[config.mk]
export PLATFORM = sky130hd
export DESIGN_NAME = int_presenter
export DESIGN_NICKNAME = d
export VERILOG_FILES = /design/src/rtl/ipres_pkg.sv /design/src/rtl/ipres_offer_eval.sv /design/src/rtl/ipres_fwd_filter.sv /design/src/rtl/ipres_next.sv /design/src/rtl/int_presenter.sv
export SDC_FILE = /design/constraint.sdc
export NUM_CORES = 1
export LEC_CHECK = 0
export BUFFER_PORTS_ARGS = -buffer_cell sky130_fd_sc_hd__buf_2
export CORE_MARGIN = 2
export CORE_UTILIZATION = 55
export CTS_CLUSTER_DIAMETER = 200
export DETAILED_ROUTE_END_ITERATION = 8
export PLACE_DENSITY = 0.81
export RECOVER_POWER = 25
export SYNTH_ARGS = -nofsm -noshare
export SYNTH_HDL_FRONTEND = slang
export SYNTH_SLANG_ARGS = --single-unit
[constraint.sdc]
create_clock -name clk -period 5.38 [get_ports clk]
set_input_delay 0.269 -clock clk [delete_from_list [all_inputs] [get_ports clk]]
set_output_delay 0.269 -clock clk [all_outputs]
set_load 0.01 [all_outputs]
[src/rtl/ipres_pkg.sv]
package ipres_pkg;
  typedef enum logic [2:0] {
    OP_NOP    = 3'd0,
    OP_OFFER  = 3'd1,
    OP_ACCEPT = 3'd2,
    OP_SETPRI = 3'd3,
    OP_SETIPI = 3'd4,
    OP_EOI    = 3'd5
  } ipres_op_e;
endpackage

[src/rtl/ipres_offer_eval.sv]
module ipres_offer_eval #(
  parameter int PW = 8
) (
  input  logic [PW-1:0] cur_prio,
  input  logic [PW-1:0] ipi_prio,
  input  logic [PW-1:0] pend_prio,
  input  logic [PW-1:0] offer_prio,
  output logic          take
);
  // strictly more favoured than all three holders
  always_comb begin
    take = (offer_prio < cur_prio) && (offer_prio < ipi_prio) &&
           (offer_prio < pend_prio);
  end
endmodule

[src/rtl/ipres_fwd_filter.sv]
module ipres_fwd_filter #(
  parameter int          IW        = 24,
  parameter logic [IW-1:0] IPI_ID  = 2,
  parameter bit          DROP_ZERO = 1'b1
) (
  input  logic          vld_in,
  input  logic [IW-1:0] id_in,
  output logic          vld_out,
  output logic [IW-1:0] id_out
);
  logic keep;
  generate
    if (DROP_ZERO) begin : g_drop_zero
      always_comb keep = (id_in != '0) && (id_in != IPI_ID);
    end else begin : g_keep_zero
      always_comb keep = (id_in != IPI_ID);
    end
  endgenerate

  always_comb begin
    vld_out = vld_in && keep;
    id_out  = keep ? id_in : '0;
  end
endmodule

[src/rtl/ipres_next.sv]
module ipres_next
  import ipres_pkg::*;
#(
  parameter int          PW     = 8,
  parameter int          IW     = 24,
  parameter logic [IW-1:0] IPI_ID = 2
) (
  input  logic          op_valid,
  input  logic [2:0]    op_code,
  input  logic [PW-1:0] op_prio,
  input  logic [IW-1:0] op_id,
  input  logic [PW-1:0] cur_q,
  input  logic [PW-1:0] ipi_q,
  input  logic [PW-1:0] pp_q,
  input  logic [IW-1:0] pid_q,
  input  logic          nr_q,
  output logic [PW-1:0] cur_d,
  output logic [PW-1:0] ipi_d,
  output logic [PW-1:0] pp_d,
  output logic [IW-1:0] pid_d,
  output logic          nr_d,
  output logic          acc_v,
  output logic [PW+IW-1:0] acc_w,
  output logic          taken,
  output logic          rej_v,
  output logic [IW-1:0] rej_id,
  output logic          resend,
  output logic          ack_v,
  output logic [IW-1:0] ack_id
);
  localparam logic [PW-1:0] MASKED = '1;

  logic take;
  logic down;

  ipres_offer_eval #(.PW(PW)) u_eval (
    .cur_prio  (cur_q),
    .ipi_prio  (ipi_q),
    .pend_prio (pp_q),
    .offer_prio(op_prio),
    .take      (take)
  );

  always_comb begin
    cur_d  = cur_q;
    ipi_d  = ipi_q;
    pp_d   = pp_q;
    pid_d  = pid_q;
    nr_d   = nr_q;
    acc_v  = 1'b0;
    acc_w  = '0;
    taken  = 1'b0;
    rej_v  = 1'b0;
    rej_id = '0;
    resend = 1'b0;
    ack_v  = 1'b0;
    ack_id = '0;
    down   = 1'b0;
    if (op_valid) begin
      case (op_code)
        OP_OFFER: begin
          if (take) begin
            taken  = 1'b1;
            rej_v  = 1'b1;
            rej_id = pid_q;
            pid_d  = op_id;
            pp_d   = op_prio;
          end else begin
            nr_d = 1'b1;
          end
        end
        OP_ACCEPT: begin
          acc_v = 1'b1;
          acc_w = {cur_q, pid_q};
          cur_d = pp_q;
          pp_d  = MASKED;
          pid_d = '0;
        end
        OP_SETPRI: begin
          if (op_prio > cur_q) begin
            down = 1'b1;
          end else if (op_prio < cur_q) begin
            cur_d = op_prio;
            if (op_prio <= pp_q) begin
              rej_v  = 1'b1;
              rej_id = pid_q;
              pid_d  = '0;
              pp_d   = MASKED;
            end
          end
        end
        OP_SETIPI: begin
          ipi_d = op_prio;
          if ((op_prio < cur_q) && (op_prio <= pp_q)) begin
            rej_v  = 1'b1;
            rej_id = pid_q;
            pp_d   = op_prio;
            pid_d  = IPI_ID;
          end
          if (op_prio > ipi_q) begin
            resend = nr_q;
            nr_d   = 1'b0;
          end
        end
        OP_EOI: begin
          down   = 1'b1;
          ack_v  = 1'b1;
          ack_id = op_id;
        end
        default: ;
      endcase
    end
    // shared priority-decrease path
    if (down) begin
      cur_d = op_prio;
      if ((ipi_q < op_prio) && (ipi_q <= pp_q)) begin
        pp_d  = ipi_q;
        pid_d = IPI_ID;
      end
      resend = nr_q;
      nr_d   = 1'b0;
    end
  end
endmodule

[src/rtl/int_presenter.sv]
module int_presenter
  import ipres_pkg::*;
#(
  parameter int PW     = 8,
  parameter int IW     = 24,
  parameter int IPI_ID = 2
) (
  input  logic             clk,
  input  logic             rst_n,
  input  logic             op_valid,
  input  logic [2:0]       op_code,
  input  logic [PW+IW-1:0] op_data,
  output logic             irq_out,
  output logic             acc_valid,
  output logic [PW+IW-1:0] acc_word,
  output logic             offer_taken,
  output logic             rej_valid,
  output logic [IW-1:0]    rej_id,
  output logic             resend_req,
  output logic             ack_valid,
  output logic [IW-1:0]    ack_id
);
  localparam int            WW       = PW + IW;
  localparam logic [PW-1:0] MASKED   = '1;
  localparam logic [IW-1:0] IPI_CODE = IW'(IPI_ID);

  // reset synchroniser: asserts at once, releases on a clock edge
  logic [1:0] rst_pipe;
  logic       rst_ok;
  always_ff @(posedge clk or negedge rst_n) begin
    if (!rst_n) rst_pipe <= 2'b00;
    else        rst_pipe <= {rst_pipe[0], 1'b1};
  end
  assign rst_ok = rst_pipe[1];

  logic [PW-1:0] op_prio;
  logic [IW-1:0] op_id;
  assign op_prio = op_data[WW-1:IW];
  assign op_id   = op_data[IW-1:0];

  logic [PW-1:0] cur_q, ipi_q, pp_q, cur_d, ipi_d, pp_d;
  logic [IW-1:0] pid_q, pid_d;
  logic          nr_q, nr_d;
  logic          acc_v, taken, rej_raw_v, resend, ack_raw_v;
  logic [WW-1:0] acc_w;
  logic [IW-1:0] rej_raw_id, ack_raw_id;
  logic          rej_f_v, ack_f_v;
  logic [IW-1:0] rej_f_id, ack_f_id;
  logic          st_en;

  ipres_next #(.PW(PW), .IW(IW), .IPI_ID(IPI_CODE)) u_next (
    .op_valid(op_valid), .op_code(op_code), .op_prio(op_prio), .op_id(op_id),
    .cur_q(cur_q), .ipi_q(ipi_q), .pp_q(pp_q), .pid_q(pid_q), .nr_q(nr_q),
    .cur_d(cur_d), .ipi_d(ipi_d), .pp_d(pp_d), .pid_d(pid_d), .nr_d(nr_d),
    .acc_v(acc_v), .acc_w(acc_w), .taken(taken),
    .rej_v(rej_raw_v), .rej_id(rej_raw_id), .resend(resend),
    .ack_v(ack_raw_v), .ack_id(ack_raw_id)
  );

  ipres_fwd_filter #(.IW(IW), .IPI_ID(IPI_CODE), .DROP_ZERO(1'b1)) u_rej_flt (
    .vld_in(rej_raw_v), .id_in(rej_raw_id), .vld_out(rej_f_v), .id_out(rej_f_id)
  );

  ipres_fwd_filter #(.IW(IW), .IPI_ID(IPI_CODE), .DROP_ZERO(1'b0)) u_ack_flt (
    .vld_in(ack_raw_v), .id_in(ack_raw_id), .vld_out(ack_f_v), .id_out(ack_f_id)
  );

  assign st_en = op_valid;

  // presenter state, enabled only by an operation
  always_ff @(posedge clk or negedge rst_ok) begin
    if (!rst_ok) begin
      cur_q <= '0;
      ipi_q <= MASKED;
      pp_q  <= MASKED;
      pid_q <= '0;
      nr_q  <= 1'b0;
    end else if (st_en) begin
      cur_q <= cur_d;
      ipi_q <= ipi_d;
      pp_q  <= pp_d;
      pid_q <= pid_d;
      nr_q  <= nr_d;
    end
  end

  // one-cycle result registers
  always_ff @(posedge clk or negedge rst_ok) begin
    if (!rst_ok) begin
      acc_valid   <= 1'b0;
      acc_word    <= '0;
      offer_taken <= 1'b0;
      rej_valid   <= 1'b0;
      rej_id      <= '0;
      resend_req  <= 1'b0;
      ack_valid   <= 1'b0;
      ack_id      <= '0;
    end else begin
      acc_valid   <= acc_v;
      acc_word    <= acc_w;
      offer_taken <= taken;
      rej_valid   <= rej_f_v;
      rej_id      <= rej_f_id;
      resend_req  <= resend;
      ack_valid   <= ack_f_v;
      ack_id      <= ack_f_id;
    end
  end

  assign irq_out = (pid_q != '0) && (pp_q < cur_q);

  // a taken offer leaves its own priority in the slot
  assert_taken_prio_R1: assert property (@(posedge clk) disable iff (!rst_ok)
    offer_taken |-> (pp_q == $past(op_prio)));

  // an offer either lands or leaves the resend flag set
  assert_miss_flag_R2: assert property (@(posedge clk) disable iff (!rst_ok)
    (op_valid && op_code == OP_OFFER) |=> (offer_taken || nr_q));

  // nothing is presented straight after an accept
  assert_accept_quiet_R4: assert property (@(posedge clk) disable iff (!rst_ok)
    (op_valid && op_code == OP_ACCEPT) |=> !irq_out);

  // raising priority over the pending one empties the slot
  assert_raise_empties_R5: assert property (@(posedge clk) disable iff (!rst_ok)
    (op_valid && op_code == OP_SETPRI && op_prio < cur_q && op_prio <= pp_q)
      |=> (pid_q == '0 && pp_q == MASKED));

  // a resend request only follows a priority-lowering operation
  assert_resend_source_R6: assert property (@(posedge clk) disable iff (!rst_ok)
    resend_req |-> $past(op_valid && (op_code == OP_SETPRI ||
                                      op_code == OP_SETIPI || op_code == OP_EOI)));

  // results appear only for an operation
  assert_result_needs_op_R11: assert property (@(posedge clk) disable iff (!rst_ok)
    (rej_valid || acc_valid || ack_valid) |-> $past(op_valid));
endmodule

======== Word-level counts from Yosys, hierarchy flattened ========
Cells that the tools add are included.
storage, ports and cells
  register bits ........................... 136
  output and inout bits ................... 86
  logic and storage cells ................. 106
operators by class
  magnitude comparators ................... 9
  equal/unequal tests ..................... 11
  multiplexer cells ....................... 57
  reduce and logical (&&, ||, !) cells .... 15
operators by type and width
  cell                                                     number
  2-to-1 mux 24 bit                                        17
  case mux 24 bit (4 select lines)                         1
  2-to-1 mux 8 bit                                         10
  case mux 24 bit (3 select lines)                         1
  2-to-1 mux 32 bit                                        2
  inequality test 24 x 2 -> 1 bit (second input constant)  2
  nonzero test 24 bit                                      2
  less-than comparator 8 bit                               5
  case mux 8 bit (4 select lines)                          1
  2-to-1 mux 1 bit                                         21
  greater-than comparator 8 bit                            2
  less-or-equal comparator 8 bit                           2
  case mux 8 bit (2 select lines)                          1
  logical AND 1 bit                                        8
  AND reduction 4 bit                                      2
  == test 3 x 2 -> 1 bit (second input constant)           2
  == test 3 bit (second input constant)                    2
  inequality test 3 x 1 -> 1 bit (second input constant)   2
  nonzero test 3 bit                                       2
  case mux 1 bit (2 select lines)                          2
  == test 3 x 1 -> 1 bit (second input constant)           1
  inequality test 3 x 2 -> 1 bit (second input constant)   1
  inequality test 3 bit (second input constant)            1
  case mux 1 bit (3 select lines)                          1
  AND reduction 2 bit                                      1

======== Logic depth before layout (Yosys ltp) ========
Gate-level depths: netlist of the first run.
  word-level depth ........................ 9
  gate-level depth with buffers ........... 12
  mapped depth without buffers ............ 10

======== By module ========
From an unflattened synthesis of the first run, not the netlist that was laid out.
second synthesis, totals
  cells, all modules ...................... 797
  area, all modules ....................... 8020.2 um^2
by module, submodules not included
  module                         times used  cells each  area an instance (um^2)  sequential area each (um^2)
  int_presenter                  1           233         4364.2                   3423.3
  ipres_next                     1           427         2776.4                   0.0
  ipres_offer_eval               1           71          550.5                    0.0
  ipres_fwd_filter at u_ack_flt  1           33          166.4                    0.0
  ipres_fwd_filter at u_rej_flt  1           33          162.7                    0.0

======== Worst setup path before layout of the first run ========
Ideal clock, no wire load.
  kind .................................... reg2reg
  from .................................... reg pp_q[1]
  to ...................................... reg pid_q[1]
  setup time .............................. 0.121 ns
  arrival ................................. 2.365 ns
  required time ........................... 5.259 ns
  slack ................................... 2.894 ns
  stages on the path, launching flop included .. 11
  path buffers ............................ 1
  clock period less this slack ............ 2.486 ns
  cells stage by stage .................... dfstp_2 > inv_1 > ha_1 > nor2b_1 > o211ai_2 > a211o_2 > nand4_4 > or2_1 > a311o_1 > buf_6 > a22o_1
between the ends
  longest elaborated chain between the ends .. 7
RTL lines
  what                              line                                RTL
  start, declared                   int_presenter.sv:41                 logic [PW-1:0] cur_q, ipi_q, pp_q, cur_d, ipi_d, pp_d;
  start signal, assigned            int_presenter.sv:81                 pp_q <= pp_d;
  less-or-equal comparator 8 bit    ipres_next.sv:84, ipres_next.sv:94
  2-to-1 mux 24 bit                 ipres_next.sv:84                    if (op_prio <= pp_q) begin
  2-to-1 mux 24 bit                 ipres_next.sv:82                    end else if (op_prio < cur_q) begin
  2-to-1 mux 24 bit                 ipres_next.sv:80                    if (op_prio > cur_q) begin
  case mux 24 bit (4 select lines)  ipres_next.sv:60                    case (op_code)
  2-to-1 mux 24 bit                 ipres_next.sv:116                   if ((ipi_q < op_prio) && (ipi_q <= pp_q)) begin
  2-to-1 mux 24 bit (*)             ipres_next.sv:114                   if (down) begin
  end signal, assigned              int_presenter.sv:82                 pid_q <= pid_d;
  end, declared                     int_presenter.sv:42                 logic [IW-1:0] pid_q, pid_d;
Every way passes the cells marked *; elsewhere a longest branch is shown, timed or not.
A chain may end at the register's enable or synchronous reset.

======== Worst setup path after layout of the first run ========
  from .................................... reg pp_q[7]
  to ...................................... reg rej_id[22]
between the ends
  longest elaborated chain between the ends .. 9
RTL lines
  what                                                                           line                                RTL
  less-or-equal comparator 8 bit                                                 ipres_next.sv:84, ipres_next.sv:94
  2-to-1 mux 24 bit                                                              ipres_next.sv:84
  2-to-1 mux 24 bit                                                              ipres_next.sv:82
  2-to-1 mux 24 bit                                                              ipres_next.sv:80
  case mux 24 bit (3 select lines) (*)                                           ipres_next.sv:60
  2-to-1 mux 24 bit (*)                                                          ipres_next.sv:59                    if (op_valid) begin
  inequality test 24 x 2 -> 1 bit / nonzero test 24 bit (equally long branches)  ipres_fwd_filter.sv:14              always_comb keep = (id_in != '0) && (id_in != IPI_ID);
  logical AND 1 bit                                                              ipres_fwd_filter.sv:14
  2-to-1 mux 24 bit (*)                                                          ipres_fwd_filter.sv:22              id_out = keep ? id_in : '0;
  named net rej_f_id[22]                                                         int_presenter.sv:48                 logic [IW-1:0] rej_f_id, ack_f_id;
  end signal, assigned                                                           int_presenter.sv:103                rej_id <= rej_f_id;
  end, declared                                                                  int_presenter.sv:18                 output logic [IW-1:0] rej_id,
The timed path passes the listed nets; every way through them passes the cells marked *.

==> results of run 1 <==
-- where the power goes --
part	switching [W]	internal, W	leakage, nW
registers	0.0000964	0.00114	1.82
logic	0.000424	0.000296	1.69
clock network	0.000447	0.000759	0.294
-- how the worst min path moves through the flow --
stage	startpoint	end	slack [ns]	cells after the start
2_1_floorplan	rst_n	rst_pipe[0]	-0.03	0
3_3_place_gp	rst_n	rst_pipe[0]	0.06	1
3_5_place_dp	rst_n	rst_pipe[0]	0.06	1
4_1_cts	op_data[26]	pp_q[2]	0.00008	3
5_1_grt	op_data[23]	pid_q[23]	0.009	2
6_report	op_data[28]	pp_q[4]	0.02	3
-- per-layer routing --
metal	vias up	routed length, um
met5	-	0
met4	0	388
met3	43	1090
met2	207	7690
met1	2313	6100
li1	2109	-
-- through the flow --
stage,util (%),total power [W],setup WS (ns),cells
2_1_floorplan,-,0.00175,1.34,527
6_report,69.4,0.00317,2.07,822
4_1_cts,69.7,0.00318,2.09,822
3_5_place_dp,62.4,0.00195,2.14,773
5_1_grt,69.4,0.00335,1.42,822
3_3_place_gp,62.4,0.00192,2.17,773
-- cell usage in the layout (no fill, tap or decap), types with 8 or more instances in the layout --
cell,n
dfrtp_1,120
buf_2,100
nand2_1,40
ha_1,39
and2_1,37
and2_0,36
inv_1,29
nor2_1,27
o21ai_0,27
clkbuf_1,26
a21oi_1,25
a22o_1,24
dlygate4sd3_1,17
clkbuf_16,16
dfstp_2,16
nor4_1,11
nor3_1,10
nand4_1,9
a31oi_1,8
-- kinds of logic after synthesis --
group	count (synthesis)	synth area share (%)
AO/OA/AOI/OAI	112	13.2
adder cells (fa/ha/maj)	39	8.17
buffers and inverters	48	3.62
flip-flops	136	57.3
other	1	0.0628
AND/OR/NAND/NOR	191	17.7
-- area by class of cell --
class	count	area [um2]	share of cell area (%)
clock inverter	13	193	2.60
inverter	29	109	1.47
tap	140	175	2.36
timing repair buffer	142	768	10.3
sequential	136	3420	46.1
multi-input combinational	343	2330	31.4
clock buffer	19	422	5.68
-- critical path: stages (launching register included) --
cell and delay (ns):
dfstp_2 0.55, inv_1 0.07, ha_1 0.32, a21oi_1 0.14
o21ai_0 0.17, a211oi_2 0.30, and4_1 0.82, o21bai_4 0.49
o21a_4 0.23, and2_1 0.13
-- sequential cells by signal, indices dropped and copies added (netlist names), 2 cells and up --
| signal | count |
|---|---|
| acc_word | 32 |
| ack_id | 24 |
| pid_q | 24 |
| rej_id | 24 |
| cur_q | 8 |
| ipi_q | 8 |
| pp_q | 8 |
| rst_pipe | 2 |
==> impl_metrics.json, run 1 <==
{
  "status": "finished with violations",
  "violations": "capacitance limit, slew limit",
  "tns_ns": 0,
  "crit_start": "pp_q[7]",
  "ir_drop_uv": 215,
  "leakagePower_nw": 3.80,
  "maxSlewHeadroom_pct": -106,
  "post_cts_buffers": 0,
  "antenna_found_initial": 0,
  "numCtsBuffers": 17,
  "cp.required_ns": 5.84,
  "synth_common_cells": "120 x dfrtp_1, 73 x and2_1, 40 x nand2_1",
  "skew_ns": 0.0101,
  "finish.instance_area_um2": 7420,
  "clockBufferDepth": 2,
  "cp-start-kind": "register",
  "root_buffer": "clkbuf_8",
  "track_usage_pct": 27.5,
  "antenna_cells": 0,
  "post_drt_wl_per_cell_um": 18.6,
  "worst_ep_arrival_time_ns": 3.77,
  "pin_count": 124,
  "drtIter0Drc": 319,
  "synth_ff_type": "dfrtp_1",
  "clock_sinks": 136,
  "netlist_top_cells_area": "dfrtp_1 50%, ha_1 8.2%, and2_1 7.6%, dfstp_2 7.0%, a22o_1 3.5%",
  "vias": 4672,
  "num_rows": 38,
  "hold_viol": 0,
  "syn_area_um2": 5970,
  "synth_cell_types": 54,
  "fill_cells": 751,
  "setup-violations-final": 0,
  "place_area_um2": 6680,
  "grt_pass1_vias": 4783,
  "drv_slew": 82,
  "fin_crit_ns": 3.31,
  "synth-seq-cells": 136,
  "yosysTopAreaCell": "dfrtp_1",
  "holdWs_ns": 0.0204,
  "hold_buffers": 17,
  "worst_slew_pin_slew_ns": 3.08,
  "grt_pass1_wl_um": 24300,
  "avgSynthCellArea_um2": 11.3,
  "yosysTopAreaCellShare_pct": 50.3,
  "layout-drive-gt1-share_pct": 23.9,
  "insertion_delay_ns": 0.53,
  "r2r_cells": 9,
  "first_pass_iters": 6,
  "worst_r2r_endpoint": "rej_id[22]",
  "gr-usage-met1_pct": 33.2,
  "coreArea_um2": 10700,
  "yosysMostFrequentCell": "dfrtp_1",
  "die-width_um": 108,
  "wirelength_um": 15300,
  "timing.fmax_mhz": 302,
  "ys_seq_area_share_pct": 57.3,
  "global_route.usage.met2_pct": 47.4,
  "h-tree-depth": 4,
  "clk_pin_slew_worst_paths_ns": 0.06,
  "die_h_um": 108,
  "synthArstFlopShare_pct": 100,
  "gp_congestion": 0.925,
  "grt_setup_unrepaired": "false",
  "rrSetupSlack_ns": 2.07,
  "synthToLayoutAreaGrowth_pct": 24.3,
  "powerDensity_nw_per_um2": 427,
  "overflow": 0,
  "crit_end": "rej_id[22]",
  "grt-busiest-layer": "met2",
  "grt_max_degree": 82,
  "hold_path.class": "input pin to register",
  "crit_path_max_fanout": 30,
  "syn_inst": 527,
  "fin_crit_sh_pct": 61.5,
  "end_kind": "register",
  "io_buffer_count": 123,
  "dpl.hpwl_um": 10000,
  "viasPerCell": 5.68,
  "post_cts_resize_count": 0,
  "r2r-start": "pp_q[7]",
  "drv_cap": 1,
  "start_util_pct": 55.8,
  "use_met3_pct": 6.75,
  "die_area_um2": 11700,
  "cts_tree": "done",
  "syn-num-nets": 604,
  "yosys_warnings": 0,
  "final_antenna_net_count": 0,
  "path_class": "register to register",
  "drc": 0,
  "synth_edf_count": 0,
  "nNetsFinal": 746
}
Note: power is estimated with default switching activity, not from simulation.
==> run 2: changes to the inputs <==
clock period = 3.3 ns   (was 5.38 ns; I/O delays follow)
==> impl_metrics.json, run 2 (synthesized netlist as in run 1, its figures left out) <==
{
  "status": "finished with violations",
  "violations": "capacitance limit, slew limit",
  "min-delay-start": "op_data[31]",
  "finish.instance_area_um2": 7590,
  "tns_ns": 0,
  "numCtsBuffers": 17,
  "seq_area_um2": 3420,
  "fin_crit_ns": 3.11,
  "post_drt_wl_per_cell_um": 19.2,
  "synthToLayoutAreaGrowth_pct": 27.0,
  "hold_path.class": "input pin to register",
  "track_usage_pct": 28.7,
  "hold_end": "ipi_q[7]",
  "drv_cap": 1,
  "fin_crit_sh_pct": 94.4,
  "seq_power_share_pct": 39.9,
  "clk_pin_slew_worst_paths_ns": 0.06,
  "r2r_cells": 10,
  "wirelength_um": 16200,
  "vias": 4787,
  "maxSlewHeadroom_pct": -37.6,
  "final_antenna_net_count": 0,
  "r2r-start": "pp_q[1]",
  "hold_depth": 3,
  "timing.fmax_mhz": 321,
  "grt_setup_unrepaired": "false",
  "die-width_um": 108,
  "drtIter0Drc": 361,
  "hold_viol": 0,
  "grt_max_degree": 55,
  "layout-drive-gt1-share_pct": 23.5,
  "cp.required_ns": 3.75,
  "nNetsFinal": 767,
  "cts_tree": "done",
  "viasPerCell": 5.68,
  "largest_reg_flops": 32,
  "h-tree-depth": 4,
  "grt_pass1_wl_um": 25100,
  "regMostFlops": "acc_word",
  "worst_slew_pin_slew_ns": 2.06,
  "insertion_delay_ns": 0.52,
  "die_h_um": 108,
  "die_area_um2": 11700,
  "leakagePower_nw": 3.90,
  "final_cell_mix": "120 x dfrtp_1, 96 x buf_2, 73 x and2_1, 40 x nand2_1, 39 x ha_1",
  "worst_r2r_endpoint": "pid_q[14]",
  "drc": 0,
  "clock_sinks": 136,
  "switching_share_pct": 31.4,
  "comb_power_share_pct": 24.1,
  "clockBufferDepth": 2,
  "ir_drop_uv": 352,
  "start_util_pct": 55.8,
  "skew_ns": 0.0104,
  "fin_cells": 843,
  "antenna_cells": 0,
  "gp_congestion": 0.974,
  "root_buffer": "clkbuf_8",
  "first_pass_iters": 7,
  "power.net_switching_w": 0.00159,
  "place_area_um2": 6710,
  "setup-violations-final": 0,
  "path_class": "register to register",
  "intPower_w": 0.00347,
  "cp-start-kind": "register",
  "fill_cells": 745,
  "antenna_found_initial": 0,
  "overflow": 0,
  "dp.cells": 777,
  "coreArea_um2": 10700,
  "crit_path_max_fanout": 23,
  "io_buffer_count": 123,
  "post_cts_resize_count": 0,
  "multi_input_area_um2": 2330,
  "end_kind": "register",
  "grt_pass1_vias": 4886,
  "p_clk_share_pct": 36.0,
  "rrSetupSlack_ns": 0.19,
  "drv_slew": 55,
  "dpl.hpwl_um": 10600,
  "worst_ep_arrival_time_ns": 3.56,
  "pin_count": 124,
  "powerDensity_nw_per_um2": 666,
  "num_rows": 38,
  "layout_commonest_cell": "dfrtp_1"
}
run 2: changes by cell type in the layout (fill, tap and decap cells not counted), sizes merged:
cell | before | now
dlygate4sd3 | 17 | 34
bufinv | 4 | 2
clkbuf | 43 | 46
buf | 101 | 102
clkinvlp | 2 | 3
inv | 33 | 31
clkinv | 3 | 6
run 2: routing by layer:
| metal | wire (um) | GRT usage [%] |
|---|---|---|
| met1 | 6220 | 33.6 |
| met2 | 8470 | 51.1 |
| met5 | 0 | 0 |
| met4 | 408 | 10.6 |
| met3 | 1090 | 7.05 |
run 2: power groups by stage:
stage	combinational [W]	sequential [W]	clock (W)
finish	0.00122	0.00202	0.00182
global route	0.00136	0.00204	0.00193
CTS	0.00120	0.00201	0.00183
detailed placement	0.00115	0.00204	0
global placement	0.00112	0.00202	0
floorplan	0.000837	0.00201	0
run 2: worst max-delay path: stages, from the launching register on:
cell and delay, ns:
dfstp_2 0.56, inv_1 0.07, ha_1 0.29, nor2b_1 0.16, o211ai_2 0.10, a211o_2 0.34
a41oi_1 0.24, o21a_1 0.16, a31oi_1 0.05, o21ai_2 0.78, a22o_1 0.27
run 2: what timing repair did:
item | CTS | global route
hold buffers | 34 | 0
endpoints found under the setup margin | 0 | 0
buffers inserted | 0 | 0
hold endpoints to repair | 64 | 0
run 2: worst max-delay path by stage:
stage | start | endpoint | slack (ns) | cells after the start
after floorplan | pp_q[1] | pid_q[1] | 0.81 | 10
after global placement | pp_q[7] | pid_q[18] | 0.41 | 10
after detailed placement | pp_q[1] | pid_q[19] | 0.33 | 10
after CTS | pp_q[1] | pid_q[14] | 0.28 | 10
after global routing | pp_q[7] | pid_q[14] | 0.006 | 10
final | pp_q[1] | pid_q[14] | 0.19 | 10
run 2: stage by stage:
| step | hold slack [ns] | power, W | worst slack (ns) | util, % |
|---|---|---|---|---|
| 5_1_grt | 0.0465 | 0.00532 | 0.00586 | 70.9 |
| 2_1_floorplan | -0.131 | 0.00285 | 0.814 | - |
| 6_report | 0.0464 | 0.00505 | 0.186 | 70.9 |
| 3_5_place_dp | -0.0462 | 0.00319 | 0.334 | 62.7 |
| 4_1_cts | 0.0264 | 0.00505 | 0.279 | 71.3 |
| 3_3_place_gp | -0.0503 | 0.00314 | 0.408 | 62.7 |
run 2: final cells by class:
type | count | area share [%]
sequential | 136 | 45.1
multi-input combinational | 343 | 30.8
timing repair buffer | 163 | 12.7
clock buffer | 19 | 5.69
tap | 140 | 2.31
clock inverter | 13 | 1.91
inverter | 29 | 1.43
==> run 3: changes to the inputs <==
CORE_UTILIZATION = 58   (was 55)
PLACE_DENSITY = 0.82   (was 0.81)
SYNTH_HIERARCHICAL = 1   (was not set)
clock period = 3.2 ns   (was 3.3 ns; I/O delays follow)
==> impl_metrics.json, run 3 <==
{
  "drc": 0,
  "violations": "setup timing",
  "synthSimpleGateAreaFrac_pct": 15.1,
  "crit_end": "pp_q[2]",
  "final_cell_mix": "120 x dfrtp_1, 101 x buf_2, 59 x a21oi_1, 55 x ha_1, 52 x inv_1",
  "avgSynthCellArea_um2": 10.1,
  "antenna_found_initial": 1,
  "synth-seq-cells": 136,
  "clockBufferDepth": 2,
  "die_h_um": 122,
  "synthAdderAreaFrac_pct": 9.20,
  "post_drt_wl_per_cell_um": 21.4,
  "maxSlewHeadroom_pct": 21.2,
  "drv_slew": 0,
  "hold_path.class": "input pin to register",
  "yosysMostFrequentCell": "dfrtp_1",
  "dp.cells": 1043,
  "synth_common_cells": "120 x dfrtp_1, 70 x clkbuf_1, 61 x a21oi_1",
  "hold_viol": 0,
  "ir_drop_uv": 448,
  "start_util_pct": 60.1,
  "path_class": "register to register",
  "synth_cell_types": 64,
  "die-width_um": 122,
  "status": "finished with violations",
  "viasPerCell": 6.37,
  "synthToLayoutAreaGrowth_pct": 21.6,
  "largest_reg_flops": 32,
  "gp_congestion": 0.891,
  "cp-start-kind": "register",
  "clk_pin_slew_worst_paths_ns": 0.07,
  "coreArea_um2": 13300,
  "seq_area_um2": 3420,
  "leakagePower_nw": 4.89,
  "yosysTopAreaCell": "dfrtp_1",
  "crit_path_max_fanout": 5,
  "syn_inst": 797,
  "syn-num-nets": 894,
  "io_buffer_count": 123,
  "layout-drive-gt1-share_pct": 34.0,
  "grt_pass1_wl_um": 33500,
  "synth_compound_area_share_pct": 15.9,
  "cts_tree": "done",
  "use_met3_pct": 6.23,
  "synthArstFlopShare_pct": 100,
  "pin_count": 124,
  "finalPower_w": 0.00673,
  "worst_r2r_endpoint": "pp_q[2]",
  "muxShareOfSynthArea_pct": 9.49,
  "final_antenna_net_count": 0,
  "multi_input_area_um2": 4220,
  "dpl.hpwl_um": 14400,
  "wirelength_um": 23400,
  "rrSetupSlack_ns": -0.13,
  "num_rows": 42,
  "numCtsBuffers": 17,
  "grt_setup_unrepaired": "true",
  "netlist_top_cells_area": "dfrtp_1 37%, ha_1 9.2%, dfstp_2 5.2%, mux2_4 4.9%, mux2_2 4.5%",
  "grt-busiest-layer": "met2",
  "cp.required_ns": 3.56,
  "clock_sinks": 136,
  "r2r-start": "ipi_q[2]",
  "fill_cells": 887,
  "regMostFlops": "acc_word",
  "ys_seq_area_share_pct": 42.7,
  "tns_ns": -1.21,
  "end_kind": "register",
  "first_pass_iters": 6,
  "drtIter0Drc": 1184,
  "skew_ns": 0.0134,
  "r2r_cells": 14,
  "synthXorXnorAreaFrac_pct": 0,
  "drv_cap": 0,
  "nNetsFinal": 999,
  "synth_ff_type": "dfrtp_1",
  "grt_max_degree": 104,
  "setup_slack_ns": -0.133,
  "synth_edf_count": 0,
  "fin_crit_sh_pct": 104,
  "track_usage_pct": 29.5,
  "vias": 6951,
  "setup-violations-final": 20,
  "die_area_um2": 14800,
  "powerDensity_nw_per_um2": 690,
  "h-tree-depth": 4,
  "overflow": 0,
  "layout_commonest_cell": "dfrtp_1",
  "fin_cells": 1092,
  "fin_crit_ns": 3.33,
  "gr-usage-met1_pct": 41.0,
  "holdWs_ns": 0.00952,
  "yosysTopAreaCellShare_pct": 37.4,
  "yosys_warnings": 6,
  "timing.fmax_mhz": 300,
  "global_route.usage.met2_pct": 46.1,
  "syn_area_um2": 8020,
  "synth_top_family_by_area": "compound AO/OA/AOI/OAI gates",
  "grt_pass1_vias": 6419,
  "worst_ep_arrival_time_ns": 3.69,
  "worst_slew_pin_slew_ns": 1.17,
  "crit_start": "ipi_q[2]",
  "root_buffer": "clkbuf_16",
  "insertion_delay_ns": 0.43
}
run 3: changes by cell type after synthesis, moves of 17 or more:
cell	previous run	this run
clkbuf_1	12	70
and3_1	3	34
and2_1	73	54
mux2_4	0	26
inv_1	29	56
a211oi_1	2	23
mux2_2	0	32
o21ai_0	27	51
a22o_1	24	7
ha_1	39	59
a21oi_1	25	61
run 3: final cells by class:
class	count	share of cell area, %
Antenna cell	1	0.0257
Clock buffer	18	4.50
Clock inverter	14	1.36
Inverter	56	2.19
Multi-Input combinational cell	518	43.3
Sequential cell	136	35.1
Tap cell	176	2.26
Timing Repair Buffer	172	11.2
Timing Repair inverter	1	0.0513
run 3: how the worst min path moves through the flow:
stage | to | slack [ns] | cells past startpoint | from
floorplan | rst_pipe[0] | -0.14 | 0 | rst_n
detailed placement | rst_pipe[0] | -0.05 | 1 | rst_n
finish | ack_id[8] | 0.01 | 2 | op_data[8]
global placement | rst_pipe[0] | -0.05 | 1 | rst_n
CTS | ack_id[9] | 0.001 | 2 | op_data[9]
global route | ack_id[9] | 0.0009 | 2 | op_data[9]
run 3: layer usage:
| layer | part of all wire [%] | wire length (um) | vias up |
|---|---|---|---|
| met2 | 47 | 10900 | 529 |
| met1 | 39 | 9160 | 3311 |
| met3 | 10 | 2390 | 107 |
| met4 | 4.1 | 952 | 0 |
| li1 | - | - | 3004 |
| met5 | 0 | 0 | - |
run 3: what timing repair did:
action | 4_1_cts | 5_1_grt
hold buffers | 2 | 0
buffers inserted | 0 | 8
endpoints found under the hold margin | 3 | 0
resized for setup | 0 | 51
setup endpoints to repair | 0 | 28
run 3: stage by stage:
step                instance area, um2  utilization (%)  setup WS, ns
finish                            9750             73.0        -0.133
global route                      9750             73.0        -0.169
CTS                               9400             70.4       0.00803
detailed placement                8810             66.0        0.0172
global placement                  8810             66.0        0.0885
floorplan                         8050                -       0.00517
run 3: power by group:
part           internal [W]  switching, W
Clock               0.00105      0.000856
Sequential          0.00197      0.000236
Combinational       0.00122       0.00140
run 3: kinds of logic after synthesis:
family | after synthesis
muxes | 59
DFF | 136
and+or+nand+nor | 204
adders and majority gates | 59
AOI/OAI and AO/OA | 195
buffers and inverters | 143
other | 1
run 3: worst max-delay path, stage by stage (launching register included):
cell and delay, ns:
dfstp_2 0.55, inv_2 0.05, ha_4 0.24, a211o_1 0.29, a31oi_4 0.21, o32ai_4 0.12
nor4_4 0.27, buf_4 0.17, buf_6 0.12, o21ai_0 0.14, a21oi_1 0.22, nor2_1 0.07
a221o_1 0.28, mux2_2 0.28, mux2_4 0.25
